## config.mk

```make
export PLATFORM = sky130hd
export DESIGN_NAME = dual_role_timer
export DESIGN_NICKNAME = d
export VERILOG_FILES = /design/src/rtl/dual_role_timer_pkg.sv /design/src/rtl/dual_role_timer_dec.sv /design/src/rtl/dual_role_timer_mode.sv /design/src/rtl/dual_role_timer_core.sv /design/src/rtl/dual_role_timer_rdata.sv /design/src/rtl/dual_role_timer.sv
export SDC_FILE = /design/constraint.sdc
export NUM_CORES = 1
export LEC_CHECK = 0
export BUFFER_PORTS_ARGS = -buffer_cell sky130_fd_sc_hd__buf_2
export CELL_PAD_IN_SITES_DETAIL_PLACEMENT = 1
export CELL_PAD_IN_SITES_GLOBAL_PLACEMENT = 2
export CORE_MARGIN = 3
export CORE_UTILIZATION = 40
export DETAILED_ROUTE_END_ITERATION = 8
export PLACE_DENSITY_LB_ADDON = 0.1
export SLEW_MARGIN = 20
export SYNTH_ARGS = -nofsm -noshare
export SYNTH_HDL_FRONTEND = slang
export SYNTH_HIERARCHICAL = 1
export SYNTH_SLANG_ARGS = --single-unit
export TNS_END_PERCENT = 50
```

## constraint.sdc

```tcl
create_clock -name clk_i -period 6.2 [get_ports clk_i]
set_clock_uncertainty 0.1 [all_clocks]
set_input_delay 0.31 -clock clk_i [delete_from_list [all_inputs] [get_ports clk_i]]
set_output_delay 0.31 -clock clk_i [all_outputs]
set_load 0.05 [all_outputs]
```

## src/rtl/dual_role_timer_pkg.sv

```systemverilog
package dual_role_timer_pkg;

   typedef enum logic [1:0] {
      SLOT_LIMIT = 2'd0,
      SLOT_COUNT = 2'd1,
      SLOT_STATUS = 2'd2,
      SLOT_LIMIT_KEEP = 2'd3
   } slot_e;

   localparam int NUM_SLOTS = 4;

   typedef struct packed {
      logic lim;
      logic cnt;
      logic sts;
      logic keep;
   } strobe_t;

endpackage

```

## src/rtl/dual_role_timer_dec.sv

```systemverilog
module dual_role_timer_dec
   import dual_role_timer_pkg::*;
(
   input  logic       wr_en_i,
   input  logic       rd_en_i,
   input  logic [1:0] addr_i,
   output strobe_t    wr_s_o,
   output strobe_t    rd_s_o
);
   logic [NUM_SLOTS-1:0] wr_vec;
   logic [NUM_SLOTS-1:0] rd_vec;

   for (genvar i = 0; i < NUM_SLOTS; i++) begin : g_slot
      assign wr_vec[i] = wr_en_i && (addr_i == 2'(i));
      assign rd_vec[i] = rd_en_i && (addr_i == 2'(i));
   end

   assign wr_s_o = '{lim: wr_vec[SLOT_LIMIT], cnt: wr_vec[SLOT_COUNT],
                     sts: wr_vec[SLOT_STATUS], keep: wr_vec[SLOT_LIMIT_KEEP]};
   assign rd_s_o = '{lim: rd_vec[SLOT_LIMIT], cnt: rd_vec[SLOT_COUNT],
                     sts: rd_vec[SLOT_STATUS], keep: rd_vec[SLOT_LIMIT_KEEP]};
endmodule

```

## src/rtl/dual_role_timer_mode.sv

```systemverilog
module dual_role_timer_mode (
   input  logic clk_i,
   input  logic rst_ni,
   input  logic mode_i,
   output logic mode_q_o,
   output logic to_user_o,
   output logic to_cnt_o
);
   logic mode_q;

   always_ff @(posedge clk_i or negedge rst_ni) begin
      if (!rst_ni) mode_q <= 1'b0;
      else         mode_q <= mode_i;
   end

   assign mode_q_o  = mode_q;
   assign to_user_o = mode_i && !mode_q;
   assign to_cnt_o  = !mode_i && mode_q;
endmodule

```

## src/rtl/dual_role_timer_core.sv

```systemverilog
module dual_role_timer_core
   import dual_role_timer_pkg::*;
#(
   parameter int WORD_W = 32,
   parameter int FRAC_W = 9,
   localparam int LIM_W = WORD_W - 1 - FRAC_W,
   localparam int UCNT_W = 2 * WORD_W - 1 - FRAC_W,
   localparam int LOW_W = WORD_W - FRAC_W
) (
   input  logic              clk_i,
   input  logic              rst_ni,
   input  logic              user_q_i,
   input  logic              to_user_i,
   input  logic              to_cnt_i,
   input  strobe_t           wr_s_i,
   input  logic              rd_lim_i,
   input  logic [WORD_W-1:0] wdata_i,
   output logic [UCNT_W-1:0] cnt_o,
   output logic [LIM_W-1:0]  lim_o,
   output logic              reached_o,
   output logic              run_o,
   output logic              irq_o
);
   logic [UCNT_W-1:0] cnt_q;
   logic [LIM_W-1:0]  lim_q;
   logic              reached_q, run_q, irq_q;

   logic [LIM_W-1:0] cnt_lo;
   logic [LIM_W-1:0] lim_m1;
   logic             lim_zero, cnt_term, usr_term;

   always_comb begin
      cnt_lo   = cnt_q[LIM_W-1:0];
      lim_zero = (lim_q == '0);
      lim_m1   = lim_q - LIM_W'(1);
      cnt_term = lim_zero ? (&cnt_lo) : (cnt_lo >= lim_m1);
      usr_term = &cnt_q;
   end

   always_ff @(posedge clk_i or negedge rst_ni) begin
      if (!rst_ni) begin
         cnt_q     <= '0;
         lim_q     <= '0;
         reached_q <= 1'b0;
         run_q     <= 1'b1;
         irq_q     <= 1'b0;
      end else if (to_user_i) begin
         irq_q <= 1'b0;
         run_q <= 1'b0;
         lim_q <= '1;
      end else if (to_cnt_i) begin
         run_q <= 1'b1;
         cnt_q <= '0;
      end else if (user_q_i) begin
         if (wr_s_i.lim) begin
            cnt_q[UCNT_W-1:LOW_W] <= wdata_i[WORD_W-2:0];
            reached_q <= 1'b0;
            lim_q     <= '1;
         end else if (wr_s_i.cnt) begin
            cnt_q[LOW_W-1:0] <= wdata_i[WORD_W-1:FRAC_W];
            reached_q <= 1'b0;
            lim_q     <= '1;
         end else if (run_q) begin
            cnt_q <= cnt_q + UCNT_W'(1);
            if (usr_term) reached_q <= 1'b1;
         end
         if (wr_s_i.sts) run_q <= wdata_i[0];
      end else begin
         if (wr_s_i.lim) begin
            lim_q     <= wdata_i[WORD_W-2:FRAC_W];
            cnt_q     <= '0;
            reached_q <= 1'b0;
            irq_q     <= 1'b0;
         end else begin
            if (wr_s_i.keep) lim_q <= wdata_i[WORD_W-2:FRAC_W];
            if (rd_lim_i) begin
               reached_q <= 1'b0;
               irq_q     <= 1'b0;
            end
            if (run_q) begin
               if (cnt_term) begin
                  cnt_q     <= '0;
                  reached_q <= 1'b1;
                  irq_q     <= 1'b1;
               end else begin
                  cnt_q <= cnt_q + UCNT_W'(1);
               end
            end
         end
      end
   end

   assign cnt_o     = cnt_q;
   assign lim_o     = lim_q;
   assign reached_o = reached_q;
   assign run_o     = run_q;
   assign irq_o     = irq_q;
endmodule

```

## src/rtl/dual_role_timer_rdata.sv

```systemverilog
module dual_role_timer_rdata
   import dual_role_timer_pkg::*;
#(
   parameter int WORD_W = 32,
   parameter int FRAC_W = 9,
   parameter bit READ_REG = 1'b1,
   localparam int LIM_W = WORD_W - 1 - FRAC_W,
   localparam int UCNT_W = 2 * WORD_W - 1 - FRAC_W,
   localparam int LOW_W = WORD_W - FRAC_W
) (
   input  logic              clk_i,
   input  logic              rst_ni,
   input  strobe_t           rd_s_i,
   input  logic              user_q_i,
   input  logic [UCNT_W-1:0] cnt_i,
   input  logic [LIM_W-1:0]  lim_i,
   input  logic              reached_i,
   input  logic              run_i,
   output logic [WORD_W-1:0] rdata_o
);
   logic [WORD_W-1:0] value;
   logic              rd_any;

   assign rd_any = |rd_s_i;

   always_comb begin
      value = '0;
      if (rd_s_i.lim) begin
         value = user_q_i ? {reached_i, cnt_i[UCNT_W-1:LOW_W]}
                          : {1'b0, lim_i, {FRAC_W{1'b0}}};
      end else if (rd_s_i.cnt) begin
         value = user_q_i ? {cnt_i[LOW_W-1:0], {FRAC_W{1'b0}}}
                          : {reached_i, cnt_i[LIM_W-1:0], {FRAC_W{1'b0}}};
      end else if (rd_s_i.sts) begin
         value = {{(WORD_W-1){1'b0}}, run_i};
      end
   end

   if (READ_REG) begin : g_reg
      logic [WORD_W-1:0] rdata_q;
      always_ff @(posedge clk_i or negedge rst_ni) begin
         if (!rst_ni)     rdata_q <= '0;
         else if (rd_any) rdata_q <= value;
      end
      assign rdata_o = rdata_q;
   end else begin : g_comb
      assign rdata_o = rd_any ? value : '0;
   end
endmodule

```

## src/rtl/dual_role_timer.sv

```systemverilog
module dual_role_timer
   import dual_role_timer_pkg::*;
#(
   parameter int WORD_W = 32,
   parameter int FRAC_W = 9,
   parameter bit READ_REG = 1'b1
) (
   input  logic              clk_i,
   input  logic              rst_ni,
   input  logic              wr_en_i,
   input  logic              rd_en_i,
   input  logic [1:0]        addr_i,
   input  logic [WORD_W-1:0] wdata_i,
   output logic [WORD_W-1:0] rdata_o,
   input  logic              mode_i,
   output logic              irq_o
);
   localparam int LIM_W  = WORD_W - 1 - FRAC_W;
   localparam int UCNT_W = 2 * WORD_W - 1 - FRAC_W;

   initial begin
      assert (WORD_W >= 4) else $error("WORD_W must be at least 4");
      assert (FRAC_W >= 1) else $error("FRAC_W must be at least 1");
      assert (FRAC_W <= WORD_W - 2) else $error("FRAC_W leaves no limit field");
   end

   strobe_t           wr_s, rd_s;
   logic              mode_q, to_user, to_cnt;
   logic [UCNT_W-1:0] cnt_q;
   logic [LIM_W-1:0]  lim_q;
   logic              reached_q, run_q;

   dual_role_timer_dec u_dec (
      .wr_en_i (wr_en_i),
      .rd_en_i (rd_en_i),
      .addr_i  (addr_i),
      .wr_s_o  (wr_s),
      .rd_s_o  (rd_s)
   );

   dual_role_timer_mode u_mode (
      .clk_i     (clk_i),
      .rst_ni    (rst_ni),
      .mode_i    (mode_i),
      .mode_q_o  (mode_q),
      .to_user_o (to_user),
      .to_cnt_o  (to_cnt)
   );

   dual_role_timer_core #(.WORD_W(WORD_W), .FRAC_W(FRAC_W)) u_core (
      .clk_i     (clk_i),
      .rst_ni    (rst_ni),
      .user_q_i  (mode_q),
      .to_user_i (to_user),
      .to_cnt_i  (to_cnt),
      .wr_s_i    (wr_s),
      .rd_lim_i  (rd_s.lim),
      .wdata_i   (wdata_i),
      .cnt_o     (cnt_q),
      .lim_o     (lim_q),
      .reached_o (reached_q),
      .run_o     (run_q),
      .irq_o     (irq_o)
   );

   dual_role_timer_rdata #(.WORD_W(WORD_W), .FRAC_W(FRAC_W), .READ_REG(READ_REG)) u_rdata (
      .clk_i     (clk_i),
      .rst_ni    (rst_ni),
      .rd_s_i    (rd_s),
      .user_q_i  (mode_q),
      .cnt_i     (cnt_q),
      .lim_i     (lim_q),
      .reached_i (reached_q),
      .run_i     (run_q),
      .rdata_o   (rdata_o)
   );
endmodule

```

### After elaboration in Yosys (flattened, before gate mapping)

Index checks and enable logic that the tools add are counted.

| cells by class | value |
|---|---|
| reduce and logical (&&, ||, !) cells | 28 |
| muxes and demuxes | 43 |
| equal/unequal tests | 10 |
| bitwise gates (word level) | 2 |
| magnitude comparators | 1 |
| $add $sub $neg | 2 |

Operators by type and width:

| kind | count |
|---|---|
| two-way mux 54 bit | 6 |
| two-way mux 22 bit | 7 |
| two-way mux 32 bit | 4 |
| two-way mux 31 bit | 2 |
| adder 54 x 1 -> 54 bit (second input constant) | 1 |
| AND reduction 54 bit | 1 |
| two-way mux 23 bit | 2 |
| greater-or-equal comparator 22 bit | 1 |
| zero test 22 bit | 1 |
| two-way mux 1 bit | 22 |
| AND reduction 22 bit | 1 |
| subtractor 22 x 1 -> 22 bit (second input constant) | 1 |
| AND reduction 4 bit | 3 |
| nonzero test 4 bit | 3 |
| logical AND 1 bit | 10 |
| inequality test 4 x 1 -> 1 bit (second input constant) | 2 |
| nonzero test 3 bit | 2 |
| == test 2 bit (second input constant) | 2 |
| inequality test 2 bit (second input constant) | 2 |
| inequality test 4 x 2 -> 1 bit (second input constant) | 1 |
| inequality test 4 x 3 -> 1 bit (second input constant) | 1 |
| AND reduction 2 bit | 2 |
| OR reduction 4 bit | 1 |
| inequality test 3 bit (second input constant) | 1 |
| 5 further kinds | 7 |

| storage, ports and cells | value |
|---|---|
| register bits after elaboration | 112 |
| logic and storage cells | 94 |
| input port bits | 39 |

### Depth between registers and ports, before layout

| depth | value |
|---|---|
| depth in word-level cells | 9 |
| gate-level depth with buffers | 17 |
| gate-level depth less buffers | 15 |

### Hierarchy

The synthesis kept the hierarchy.

Modules (own cells, without submodules):

| module | area an instance (µm²) | cells each | instances |
|---|---|---|---|
| dual_role_timer_core | 5644.2 | 678 | 1 |
| dual_role_timer_rdata | 1661.6 | 155 | 1 |
| dual_role_timer_dec | 62.6 | 8 | 1 |
| dual_role_timer_mode | 40.0 | 3 | 1 |

### Worst setup path before layout

OpenSTA, ideal clock, no wires.

| path | value |
|---|---|
| path kind | flip-flop to flip-flop |
| from | register u_core.lim_q[6], in the netlist u_core/lim_o[6] |
| to | register u_core.cnt_q[31], in the netlist u_core/cnt_o[31] |
| slack | 2.230 ns |
| buffers on the path | 1 |
| stages on the path, launching flop included | 15 |
| data arrival time | 3.749 ns |
| required time | 5.979 ns |
| cells stage by stage | dfrtp_1 -> or3_1 -> or4_1 -> or4_1 -> nor3_1 -> xnor2_1 -> ha_1 -> nand3_1 -> nor4_1 -> nand2_1 -> o211a_1 -> a21o_1 -> buf_2 -> a32o_1 -> a22o_1 |

| on the way | value |
|---|---|
| word-level cells in the longest chain between the ends | 8 |

RTL lines:

| element | RTL line | source |
|---|---|---|
| from (decl) | dual_role_timer_core.sv:25 | `logic [LIM_W-1:0] lim_q;` |
| from (signal assigned) | dual_role_timer_core.sv:70 | `lim_q <= wdata_i[WORD_W-2:FRAC_W];` |
| from (signal assigned) | dual_role_timer_core.sv:75 | `if (wr_s_i.keep) lim_q <= wdata_i[WORD_W-2:FRAC_W];` |
| subtractor 22 x 1 -> 22 bit | dual_role_timer_core.sv:35 | `lim_m1 = lim_q - LIM_W'(1);` |
| greater-or-equal comparator 22 bit | dual_role_timer_core.sv:36 | `cnt_term = lim_zero ? (&cnt_lo) : (cnt_lo >= lim_m1);` |
| two-way mux 1 bit (*) | dual_role_timer_core.sv:36 |  |
| two-way mux 54 bit (*) | dual_role_timer_core.sv:81 | `if (cnt_term) begin` |
| two-way mux 54 bit (*) | dual_role_timer_core.sv:80 | `if (run_q) begin` |
| two-way mux 54 bit (*) | dual_role_timer_core.sv:69 | `if (wr_s_i.lim) begin` |
| two-way mux 54 bit (*) | dual_role_timer_core.sv:54 | `end else if (user_q_i) begin` |
| two-way mux 54 bit (*) | dual_role_timer_core.sv:51 | `end else if (to_cnt_i) begin` |
| to (signal, indexed assignment) | dual_role_timer_core.sv:56 | `cnt_q[UCNT_W-1:LOW_W] <= wdata_i[WORD_W-2:0];` |
| to (signal, indexed assignment) | dual_role_timer_core.sv:60 | `cnt_q[LOW_W-1:0] <= wdata_i[WORD_W-1:FRAC_W];` |
| to (signal assigned) | dual_role_timer_core.sv:86 | `cnt_q <= cnt_q + UCNT_W'(1);` |
| to (decl) | dual_role_timer_core.sv:24 | `logic [UCNT_W-1:0] cnt_q;` |

Every way passes the cells marked *; elsewhere a longest branch is shown, timed or not. The select of a mux whose other input is x is not followed.
A chain may end at the register's enable or synchronous reset.

### Worst setup path in the final report

| path | value |
|---|---|
| from | register u_core.lim_q[0], in the netlist u_core/lim_o[0] |
| to | register u_core.cnt_q[7], in the netlist u_core/cnt_o[7] |

Same word-level chain as after synthesis.

==> summary.txt <==
Logic synthesis
  – Post-synthesis compound-gate area fraction: 24.7%
  – Xor/xnor share of the synthesized area: under 10%
  – Yosys top cell area share: 37.5%
  – Synth Area in Adders: under 10%
  – Synth unique cells: between 70 and 80
  – Post-synth top flop: dfrtp_1
  – Mux contribution to synthesized area: around 3.5%
  – Top cell type by total area after synthesis: dfrtp_1
  – Synth warn: 6
  – Top cells by area, synth: dfrtp_1 37%, nor2_1 4.7%, ha_1 4.1%
  – Ys async rst share: 100%
  – Largest family of logic cells by synthesized area: compound AO/OA/AOI/OAI gates
  – Post-synthesis sequential area ratio: 37.8%
  – Synth Area in Simple Gates: between 20% and 30%
  – Synthesized area per cell: around 9 um2
  – Synth Instances: roughly 840
  – Syn_nets: 907
  – Seq cells post-synth: approximately 110
  – Post-synth EDFFs: 0
  – Synth Cell Area: ~7400 um2

Clock tree
  – CTS tree: yes
  – Clk sinks: roughly 110
  – Post-CTS Hold Buffers: 2
  – CTS max path bufs: 2
  – Setup Fix Bufs, Post-CTS: 0
  – Post_cts resized: 0
  – Clock transition at path regs: roughly 80 ps
  – H-Tree Depth: 3
  – CTS root buf: clkbuf_16
  – Worst skew pair latency: roughly 360 ps
  – Total CTS buffers: 9

Place
  – Routability cong.: 0.938
  – IO Port Bufs: slightly above 70
  – Hpwl dp: just over 20,000 um

Pwr
  – Maximum vdd drop: 0.143 mV
  – Static Leak: 3.29 nW
  – Pwr Density: approximately 260 nW/um2

Floorplan
  – Rows: approximately 50
  – Core Area: around 18,000 um2
  – Starting Density: between 40% and 50%
  – Die Span Y: 142 um
  – Die width: approximately 140 um
  – DIE AREA: slightly above 20,000 um2
  – IO Pins: 72

Worst setup path
  – Max incr delay on CP: 900 ps
  – CP Data Required Time: around 6300 ps
  – Crit path kind: register to register
  – Startpoint class of the critical path: register
  – Critical path's slowest cell: a21oi_1
  – Critical path fanouts, max: 13
  – R2R depth: 15
  – Setup crit end kind: register
  – Arrival time of the worst setup path: approximately 5200 ps
  – Critical Path, Cell by Cell: inv_1 > ha_1 > or4b_4 > nor4_4 > nand2_1 > nor4_1 > xnor2_1 > ha_1 > nand3_1 > nor4_1 > nand2_1 > or2_2 > a31o_2 > a21oi_1 > a221oi_1

Detailed routing
  – Max layer used: met4
  – WL met1: roughly 13,000 um
  – Post-DR vias/cell: around 6.5
  – Antenna viol nets, final: 0
  – Drt wl/cell: around 25 um
  – # DRC: 0
  – Initial drt markers: roughly 550
  – 1st-pass router iterations: 5
  – Met3 routed WL: approximately 1200 um
  – WL met2: about 13,000 um
  – Final wirelength: ~28,000 um
  – Via count: about 7,400

Global routing
  – First-pass GRT wire length: about 44,000 um
  – Largest net degree at the start of global routing: 72
  – Vias in the first global route: 7,428
  – GR Util All Layers: 28.1%
  – Grt total ovfl: 0
  – Initial antenna violation count: 0

Min path
  – Min-delay worst type: input port to register
  – Hold Path Depth: 2

Finish
  – Area growth syn-to-layout: 11.7%
  – Fillers: ~2,100
  – Nets: around 960
  – Commonest non-fill, non-tap cell in the layout: dfrtp_1
  – Share of layout cells above drive strength 1: ~16%
  – Commonest non-fill, non-tap cells in the layout: 111 x dfrtp_1, 92 x nor2_1, 73 x nand2_1
  – N_diodes: 0

Timing
  – Hold_ws: about 160 ps
  – Tcrit/Tclk final: ~83%
  – Worst slew margin: between 20% and 30%
  – Final setup violation count: 0
  – RSZ-0062 raised after global routing: false
  – Minimum clock period: approximately 5000 ps
  – Final hold violation count: 0
  – Max Slew Vio Count: 0
  – Measured slew at the worst slew-check pin: approximately 1100 ps
  – Setup TNS: 0 ps
  – Maximum clock rate: between 0.15 and 0.2 GHz

Job
  – Max-cap viol count: 0

Outcome
  – Outcome: finished clean
## per-stage QoR
step / util [%] / worst slack (ps) / power, mW / std cells / area [um2]
2_1_floorplan: - / 2230 / 1.34 / 844 / 7410
3_3_place_gp: 44.0 / 1280 / 1.56 / 1107 / 7950
3_5_place_dp: 44.0 / 1110 / 1.58 / 1108 / 7960
4_1_cts: 45.7 / 1060 / 2.19 / 1125 / 8270
5_1_grt: 45.7 / 759 / 2.29 / 1125 / 8270
6_report: 45.7 / 1050 / 2.18 / 1125 / 8270
## critical path: cells and delay by family, from the launching register on
kind	cells	cell delay, ps
compound gates	3	1470
xor+xnor	1	110
fa+ha+maj	2	530
buf+inv	1	120
flops	1	420
simple gates	8	2200
## area by class of cell
type,instances,area (um2),area share (%)
Clock buffer,10,229,2.77
Inverter,17,63.8,0.771
Timing Repair Buffer,91,520,6.29
Multi-Input combinational cell,661,4310,52.1
Sequential cell,112,2800,33.9
Clock inverter,5,58.8,0.711
Tap cell,229,287,3.46
## state kept, by name, indices dropped and copies added, names as in the netlist
signal            flops
u_core/cnt_o         54
u_core/run_o          1
u_mode/mode_q_o       1
u_rdata/rdata_o      32
u_core/irq_o          1
u_core/lim_o         22
u_core/reached_o      1
## logic make-up after synthesis
| logic type | Yosys count |
|---|---|
| multiplexers | 23 |
| buffers and inverters | 71 |
| flip-flops | 112 |
| XOR/XNOR | 20 |
| AND/OR/NAND/NOR | 341 |
| adder cells (fa/ha/maj) | 24 |
| AO/OA/AOI/OAI | 253 |
## final timing paths
kind / start / endpoint / slack (ps)
max: u_core/lim_o[0]$_DFFE_PN0P_ / u_core/cnt_o[7]$_DFFE_PN0P_ / 1050
min: wdata_i[12] / u_core/lim_o[3]$_DFFE_PN0P_ / 160
max reg2reg: u_core/lim_o[0]$_DFFE_PN0P_ / u_core/cnt_o[7]$_DFFE_PN0P_ / 1050
min reg2reg: u_rdata/rdata_o[16]$_DFFE_PN0P_ / u_rdata/rdata_o[16]$_DFFE_PN0P_ / 390
max in group asynchronous: rst_ni / u_core/lim_o[20]$_DFFE_PN0P_ / 4220
min in group asynchronous: rst_ni / u_core/cnt_o[14]$_DFFE_PN0P_ / 380
## routing by layer
metal,global-route usage [%],vias up
li1,-,3287
met1,39.1,3781
met2,45.4,242
met3,3.33,45
met4,9.75,0
met5,0,-
## cell usage after synthesis, types with 22 or more instances
master	count
dfrtp_1	111
nor2_1	93
nand2_1	73
o21ai_0	53
nand3_1	50
a21oi_1	42
clkbuf_1	39
a22o_1	28
a221oi_1	27
ha_1	24
nor3_1	24
mux2_2	22
o22a_1	22
## power breakdown
group / internal, mW / leakage [nW] / switching, mW
registers: 0.826 / 1.36 / 0.166
logic: 0.193 / 1.80 / 0.392
clock network: 0.312 / 0.135 / 0.288
total: 1.33 / 3.29 / 0.847
Power figures use the tool's default switching activity.
